## src/rtl/modem_pkg.sv

```systemverilog
package modem_pkg;
   localparam int DATA_W = 8;

   // control byte fields
   localparam int CB_DTR  = 0;
   localparam int CB_RTS  = 1;
   localparam int CB_LOOP = 4;
   localparam logic [DATA_W-1:0] CB_MASK =
      DATA_W'((1 << CB_DTR) | (1 << CB_RTS) | (1 << CB_LOOP));

   // monitored line index
   typedef enum int {LN_DSR = 0, LN_RI = 1, LN_DCD = 2} line_e;
   localparam int NUM_LINES = 3;
   localparam logic [NUM_LINES-1:0] TRAIL_MASK = NUM_LINES'(1 << LN_RI);
endpackage

```

## src/rtl/modem_sync.sv

```systemverilog
module modem_sync #(
   parameter int               WIDTH   = 3,
   parameter int               STAGES  = 2,
   parameter logic [WIDTH-1:0] RST_VAL = '1
) (
   input  logic             clk,
   input  logic             rst_n,
   input  logic [WIDTH-1:0] d_i,
   output logic [WIDTH-1:0] q_o
);
   generate
      if (STAGES < 2) begin : g_bad_stages
         $error("modem_sync: STAGES must be at least 2");
      end
      if (WIDTH < 1) begin : g_bad_width
         $error("modem_sync: WIDTH must be positive");
      end
   endgenerate

   logic [STAGES-1:0][WIDTH-1:0] chain_q;

   always_ff @(posedge clk or negedge rst_n) begin
      if (!rst_n) begin
         chain_q <= {STAGES{RST_VAL}};
      end else begin
         chain_q[0] <= d_i;
         for (int s = 1; s < STAGES; s++) begin
            chain_q[s] <= chain_q[s-1];
         end
      end
   end

   assign q_o = chain_q[STAGES-1];
endmodule

```

## src/rtl/modem_delta.sv

```systemverilog
module modem_delta #(
   parameter int               WIDTH      = 3,
   parameter logic [WIDTH-1:0] TRAIL_ONLY = '0
) (
   input  logic             clk,
   input  logic             rst_n,
   input  logic [WIDTH-1:0] line_n_i,
   input  logic             clr_i,
   output logic [WIDTH-1:0] level_o,
   output logic [WIDTH-1:0] ev_o,
   output logic [WIDTH-1:0] flag_o
);
   logic [WIDTH-1:0] prev_q;
   logic [WIDTH-1:0] flag_q;
   logic [WIDTH-1:0] ev;

   generate
      for (genvar i = 0; i < WIDTH; i++) begin : g_line
         if (TRAIL_ONLY[i]) begin : g_trail
            // only the return to the idle (high) level counts
            assign ev[i] = !prev_q[i] && line_n_i[i];

            assert_no_lead_flag_R7: assert property (@(posedge clk) disable iff (!rst_n)
               (!flag_q[i] && prev_q[i] && !line_n_i[i] && !clr_i) |=> !flag_q[i]);
         end else begin : g_any
            assign ev[i] = prev_q[i] ^ line_n_i[i];
         end

         assert_flag_sticky_R6: assert property (@(posedge clk) disable iff (!rst_n)
            (flag_q[i] && !clr_i) |=> flag_q[i]);
         assert_read_clear_R8: assert property (@(posedge clk) disable iff (!rst_n)
            (clr_i && !ev[i]) |=> !flag_q[i]);
         assert_edge_wins_R8: assert property (@(posedge clk) disable iff (!rst_n)
            ev[i] |=> flag_q[i]);
      end
   endgenerate

   always_ff @(posedge clk or negedge rst_n) begin
      if (!rst_n) begin
         prev_q <= '1;
         flag_q <= '0;
      end else begin
         prev_q <= line_n_i;
         flag_q <= (flag_q & ~{WIDTH{clr_i}}) | ev;
      end
   end

   assign level_o = ~line_n_i;
   assign ev_o    = ev;
   assign flag_o  = flag_q;
endmodule

```

## src/rtl/modem_ctrl_reg.sv

```systemverilog
module modem_ctrl_reg #(
   parameter int                DATA_W = 8,
   parameter logic [DATA_W-1:0] MASK   = '1
) (
   input  logic              clk,
   input  logic              rst_n,
   input  logic              wr_i,
   input  logic [DATA_W-1:0] wdata_i,
   output logic [DATA_W-1:0] q_o
);
   logic [DATA_W-1:0] ctl_q;

   always_ff @(posedge clk or negedge rst_n) begin
      if (!rst_n) begin
         ctl_q <= '0;
      end else if (wr_i) begin
         ctl_q <= wdata_i & MASK;
      end
   end

   assign q_o = ctl_q;

   assert_hold_no_write_R1: assert property (@(posedge clk) disable iff (!rst_n)
      !wr_i |=> $stable(ctl_q));
endmodule

```

## src/rtl/uart_modem_ctl.sv

```systemverilog
module uart_modem_ctl #(
   parameter int ADDR_W      = 3,
   parameter int CTRL_OFFSET = 4,
   parameter int STAT_OFFSET = 6,
   parameter int SYNC_STAGES = 2
) (
   input  logic              clk,
   input  logic              rst_n,
   input  logic [ADDR_W-1:0] reg_addr,
   input  logic              reg_wr,
   input  logic              reg_rd,
   input  logic [7:0]        reg_wdata,
   output logic [7:0]        reg_rdata,
   input  logic              msi_en_i,
   input  logic              dsr_n_i,
   input  logic              dcd_n_i,
   input  logic              ri_n_i,
   output logic              dtr_n_o,
   output logic              rts_n_o,
   output logic              irq_o
);
   import modem_pkg::*;

   localparam logic [ADDR_W-1:0] CTRL_A = ADDR_W'(CTRL_OFFSET);
   localparam logic [ADDR_W-1:0] STAT_A = ADDR_W'(STAT_OFFSET);

   generate
      if (CTRL_OFFSET == STAT_OFFSET) begin : g_bad_map
         $error("uart_modem_ctl: register offsets collide");
      end
      if (CTRL_OFFSET >= (1 << ADDR_W) || STAT_OFFSET >= (1 << ADDR_W)) begin : g_bad_addr
         $error("uart_modem_ctl: offset outside address range");
      end
   endgenerate

   logic                 ctrl_sel, stat_sel;
   logic [DATA_W-1:0]    ctrl_q, stat_byte;
   logic [NUM_LINES-1:0] raw_n, sync_n, lvl, ev, flag;
   logic                 stat_clr;

   assign ctrl_sel = (reg_addr == CTRL_A);
   assign stat_sel = (reg_addr == STAT_A);
   assign stat_clr = reg_rd && stat_sel;

   modem_ctrl_reg #(.DATA_W(DATA_W), .MASK(CB_MASK)) u_ctrl (
      .clk(clk), .rst_n(rst_n), .wr_i(reg_wr && ctrl_sel),
      .wdata_i(reg_wdata), .q_o(ctrl_q));

   always_comb begin
      raw_n         = '1;
      raw_n[LN_DSR] = dsr_n_i;
      raw_n[LN_RI]  = ri_n_i;
      raw_n[LN_DCD] = dcd_n_i;
   end

   modem_sync #(.WIDTH(NUM_LINES), .STAGES(SYNC_STAGES), .RST_VAL('1)) u_sync (
      .clk(clk), .rst_n(rst_n), .d_i(raw_n), .q_o(sync_n));

   modem_delta #(.WIDTH(NUM_LINES), .TRAIL_ONLY(TRAIL_MASK)) u_delta (
      .clk(clk), .rst_n(rst_n), .line_n_i(sync_n), .clr_i(stat_clr),
      .level_o(lvl), .ev_o(ev), .flag_o(flag));

   always_comb begin
      stat_byte    = '0;
      stat_byte[1] = flag[LN_DSR];
      stat_byte[2] = flag[LN_RI];
      stat_byte[3] = flag[LN_DCD];
      stat_byte[5] = lvl[LN_DSR];
      stat_byte[6] = lvl[LN_RI];
      stat_byte[7] = lvl[LN_DCD];
   end

   always_comb begin
      if (ctrl_sel)      reg_rdata = ctrl_q;
      else if (stat_sel) reg_rdata = stat_byte;
      else               reg_rdata = '0;
   end

   assign dtr_n_o = ~(ctrl_q[CB_DTR] & ~ctrl_q[CB_LOOP]);
   assign rts_n_o = ~(ctrl_q[CB_RTS] & ~ctrl_q[CB_LOOP]);
   assign irq_o   = msi_en_i & (|flag);

   assert_loop_idle_R3: assert property (@(posedge clk) disable iff (!rst_n)
      ctrl_q[CB_LOOP] |-> (dtr_n_o && rts_n_o));
   assert_irq_gate_R9: assert property (@(posedge clk) disable iff (!rst_n)
      !msi_en_i |-> !irq_o);
   assert_irq_drop_R9: assert property (@(posedge clk) disable iff (!rst_n)
      (stat_clr && ev == '0) |=> !irq_o);
   assert_rsvd_clear_R4: assert property (@(posedge clk) disable iff (!rst_n)
      (reg_wr && ctrl_sel) |=> (ctrl_q & ~CB_MASK) == '0);
endmodule

```

## config.mk

```make
export PLATFORM = sky130hd
export DESIGN_NAME = uart_modem_ctl
export DESIGN_NICKNAME = d
export VERILOG_FILES = /design/src/rtl/modem_pkg.sv /design/src/rtl/modem_sync.sv /design/src/rtl/modem_delta.sv /design/src/rtl/modem_ctrl_reg.sv /design/src/rtl/uart_modem_ctl.sv
export SDC_FILE = /design/constraint.sdc
export NUM_CORES = 1
export LEC_CHECK = 0
export CORE_UTILIZATION = 40
export CTS_BUF_LIST = sky130_fd_sc_hd__clkbuf_8
export CTS_CLUSTER_SIZE = 24
export DETAILED_ROUTE_END_ITERATION = 8
export PLACE_DENSITY_LB_ADDON = 0.3
export SYNTH_ARGS = -nofsm -noshare
export SYNTH_HDL_FRONTEND = slang
export SYNTH_SLANG_ARGS = --single-unit
```

## constraint.sdc

```tcl
create_clock -name clk -period 1.1 [get_ports clk]
set_clock_uncertainty 0.1 [all_clocks]
set_input_delay 0.11 -clock clk [delete_from_list [all_inputs] [get_ports clk]]
set_output_delay 0.11 -clock clk [all_outputs]
set_load 0.03 [all_outputs]
```

==> impl_metrics.py, run 1 <==
metrics = {
    "status": {
        "status": "complete, but fails checks",
        "violations": "setup timing",
    },
    "pwr": {
        "total_power_uw": 1450,
        "pwr-share-seq": 0.448,
        "power_density_nw_per_um2": 1420,
        "p_sw_frac": 0.255,
        "p_clk_frac": 0.294,
        "p_leak_uw": 0.000489,
        "p_int_uw": 1080,
        "switchingPower_uw": 371,
        "p_comb_frac": 0.258,
        "peakVddDrop_mv": 1.17,
    },
    "logic_synthesis": {
        "syn_avg_cell_area_um2": 13.7,
        "synth_commonest_cells": "9 x dfstp_2, 6 x dfrtp_1, 6 x nor2_1",
        "synthFlopType": "dfstp_2",
        "synth.area.top_cells": "dfstp_2 40%, dfrtp_1 25%, mux2_4 7.6%, nor2_1 3.8%, xnor2_1 3.0%",
        "synth_edf_count": 0,
        "syn_area_um2": 589,
        "synthCells": 43,
        "synth_top_cell_area_share": 0.401,
        "ys_seq_area_frac": 0.656,
        "syn_nets": 62,
        "async_flop_share": 1.00,
        "ys_warn_count": 0,
        "yosysMostFrequentCell": "dfstp_2",
        "ys_ff_latch": 15,
        "synth_cell_types": 16,
        "yosysTopAreaCell": "dfstp_2",
    },
    "routing": {
        "drt-total-wl_mm": 1.24,
        "num_vias": 464,
        "drcViolationCount": 0,
        "wl_per_cell_um": 12.4,
        "route.antenna.remaining_nets": 0,
        "viasPerCell": 4.64,
        "drtIter0Drc": 6,
        "dr.pass1.iters": 4,
    },
    "timing": {
        "finalHoldViolations": 0,
        "setup_viol": 11,
        "clock.fmax_mhz": 775,
        "rsz0062_at_grt": "true",
        "maxSlewViolCount": 0,
        "fin_ws_ps": -191,
        "max_slew_margin": 0.798,
        "min_period_ps": 1290,
        "post-route-period-util": 1.17,
        "tightest_slew_ps": 302,
        "fin_setup_tns_ps": -940,
    },
    "setup_path": {
        "worst_setup_path_end_kind": "primary output",
        "crit_type": "reg2out",
        "r2r_setup_slack_ps": 50,
        "arrival_ps": 1080,
        "worst-endpoint-required_ps": 890,
        "start_kind": "flop",
        "worstPathMaxFanout": 3,
    },
    "clock_network": {
        "cts_buffer_depth": 2,
        "cts_tree": "done",
        "clk-insertion-delay-late_ps": 240,
        "htree_levels": 1,
        "holdBufCountCts": 0,
        "clkTransAtPathRegs_ps": 60,
        "root_buffer": "clkbuf_8",
        "numCtsBuffers": 3,
        "cts_sinks": 15,
    },
    "grt": {
        "grt_use_met3": 0.0889,
        "grt-ovfl-total": 0,
        "grt_max_degree": 16,
        "busiest_layer": "met2",
        "grt_pass1_wl_mm": 1.68,
        "grt_use_met2": 0.282,
        "antenna_found_initial": 0,
        "grt_use_total": 0.167,
        "grt_pass1_vias": 383,
        "use_met1": 0.188,
    },
    "placed_design": {
        "place.gp.congestion": 0.652,
        "port_buffers": 24,
        "hpwl_um": 844,
    },
    "die": {
        "rows": 13,
        "fp.dieArea_um2": 1630,
        "initial_core_util": 0.442,
        "ios": 30,
        "die_h_um": 40.4,
        "core_area_um2": 1330,
        "chipWidth_um": 40.4,
    },
    "layout": {
        "finalCoreUtilization": 0.765,
        "antenna_cells": 0,
        "drive_above_1_share": 0.624,
        "area_growth_pct": 73.0,
        "fin_nets": 105,
    },
    "hold_path": {
        "hold_class": "in2async",
    },
    "run": {
        "cap_violations": 0,
    },
}
[sequential cells by signal (all words and copies together), names as in the netlist]
signal	count
u_ctrl.q_o	3
u_delta.prev_q	3
u_delta.flag_o	3
u_sync.q_o	3
u_sync.chain_q	3
[metrics by stage]
stage / hold WS [ps] / worst slack [ps] / cells / instance area [um2]
final: 109 / -191 / 100 / 1020
after floorplan: -286 / 27.1 / 43 / 594
after detailed placement: 247 / -374 / 86 / 856
after CTS: 120 / -173 / 98 / 1000
after global routing: 117 / -249 / 100 / 1020
after global placement: 245 / -377 / 86 / 856
[routing by layer]
metal  vias to the layer above  part of all wire
li1                        229                 -
met1                       219              0.39
met5                         -                 0
met4                         0                 0
met3                         0             0.068
met2                        16              0.54
[layout by cell type, fill, tap and decap left out, drive strengths merged]
cell type      synthesis  final
dlygate4sd2            0      1
nand2b                 2      2
o31a                   1      1
mux2i                  1      1
inv                    4      5
clkbuf                 0      6
and4b                  1      1
nand3b                 1      1
dfrtp                  6      6
and4bb                 1      1
xnor2                  2      2
clkdlybuf4s50          0      9
mux2                   3      3
and3                   2      2
nor2                   6      6
o21ai                  2      2
dfstp                  9      9
o22ai                  1      1
buf                    0     25
nor3b                  1      1
[kinds of logic (layout without fill, tap and decap cells)]
group / count (synthesis) / after routing / synth area share
buffers and inverters: 4 / 46 / 0.0255
DFF: 15 / 15 / 0.656
and+or+nand+nor: 14 / 14 / 0.153
muxes: 4 / 4 / 0.0934
AOI/OAI and AO/OA: 4 / 4 / 0.0425
xor gates and xnor gates: 2 / 2 / 0.0297
[power by group through the flow]
stage / sequential, uW / combinational, uW / clock, uW
finish: 650 / 374 / 427
global route: 656 / 395 / 458
CTS: 649 / 361 / 425
detailed placement: 658 / 271 / 0
global placement: 657 / 267 / 0
floorplan: 645 / 147 / 0
[final timing paths]
check,startpoint,to,cells past startpoint
max reg2reg,u_sync.q_o[2]$_DFF_PN1_,u_delta.flag_o[2]$_DFF_PN0_,3
max in group asynchronous,rst_n,u_sync.chain_q[2]$_DFF_PN1_,2
min,rst_n,u_delta.flag_o[1]$_DFF_PN0_,2
min in group clk,dcd_n_i,u_sync.chain_q[2]$_DFF_PN1_,1
min reg2reg,u_sync.chain_q[2]$_DFF_PN1_,u_sync.q_o[2]$_DFF_PN1_,0
max,u_delta.flag_o[0]$_DFF_PN0_,irq_o,2
[timing repair]
action	in CTS	in global routing
buffers inserted	8	2
endpoints found under the hold margin	0	0
pin swaps	7	4
resized for setup	14	13
endpoints found under the setup margin	14	12
[critical path, cell delays in order (launching register included)]
cell	delay, ps
dfrtp_1	400
o31a_1	290
buf_6	140
[cell type report]
type                            count  area [um2]
Sequential cell                    15         387
Multi-Input combinational cell     24         223
Tap cell                           15        18.8
Inverter                            4        15.0
Timing Repair Buffer               38         332
Clock buffer                        3        41.3
Fill cell                          87         314
Clock inverter                      1        3.75
Power figures use the tool's default switching activity.
==> inputs of run 2 (changes only) <==
--- a/config.mk
+++ b/config.mk
@@ -10,6 +10,7 @@
 export CTS_CLUSTER_SIZE = 24
 export DETAILED_ROUTE_END_ITERATION = 8
 export PLACE_DENSITY_LB_ADDON = 0.3
+export SLEW_MARGIN = 20
 export SYNTH_ARGS = -nofsm -noshare
 export SYNTH_HDL_FRONTEND = slang
 export SYNTH_SLANG_ARGS = --single-unit
==> results of run 2 <==
Same layout as run 1: the final DEF is identical, and so are final timing and power.
==> inputs of run 3 (changes only) <==
--- a/config.mk
+++ b/config.mk
@@ -10,6 +10,7 @@
 export CTS_CLUSTER_SIZE = 24
 export DETAILED_ROUTE_END_ITERATION = 8
 export PLACE_DENSITY_LB_ADDON = 0.3
+export SKIP_LAST_GASP = 1
 export SLEW_MARGIN = 20
 export SYNTH_ARGS = -nofsm -noshare
 export SYNTH_HDL_FRONTEND = slang
==> results of run 3 <==
Same layout as run 1: the final DEF is identical, and so are final timing and power.
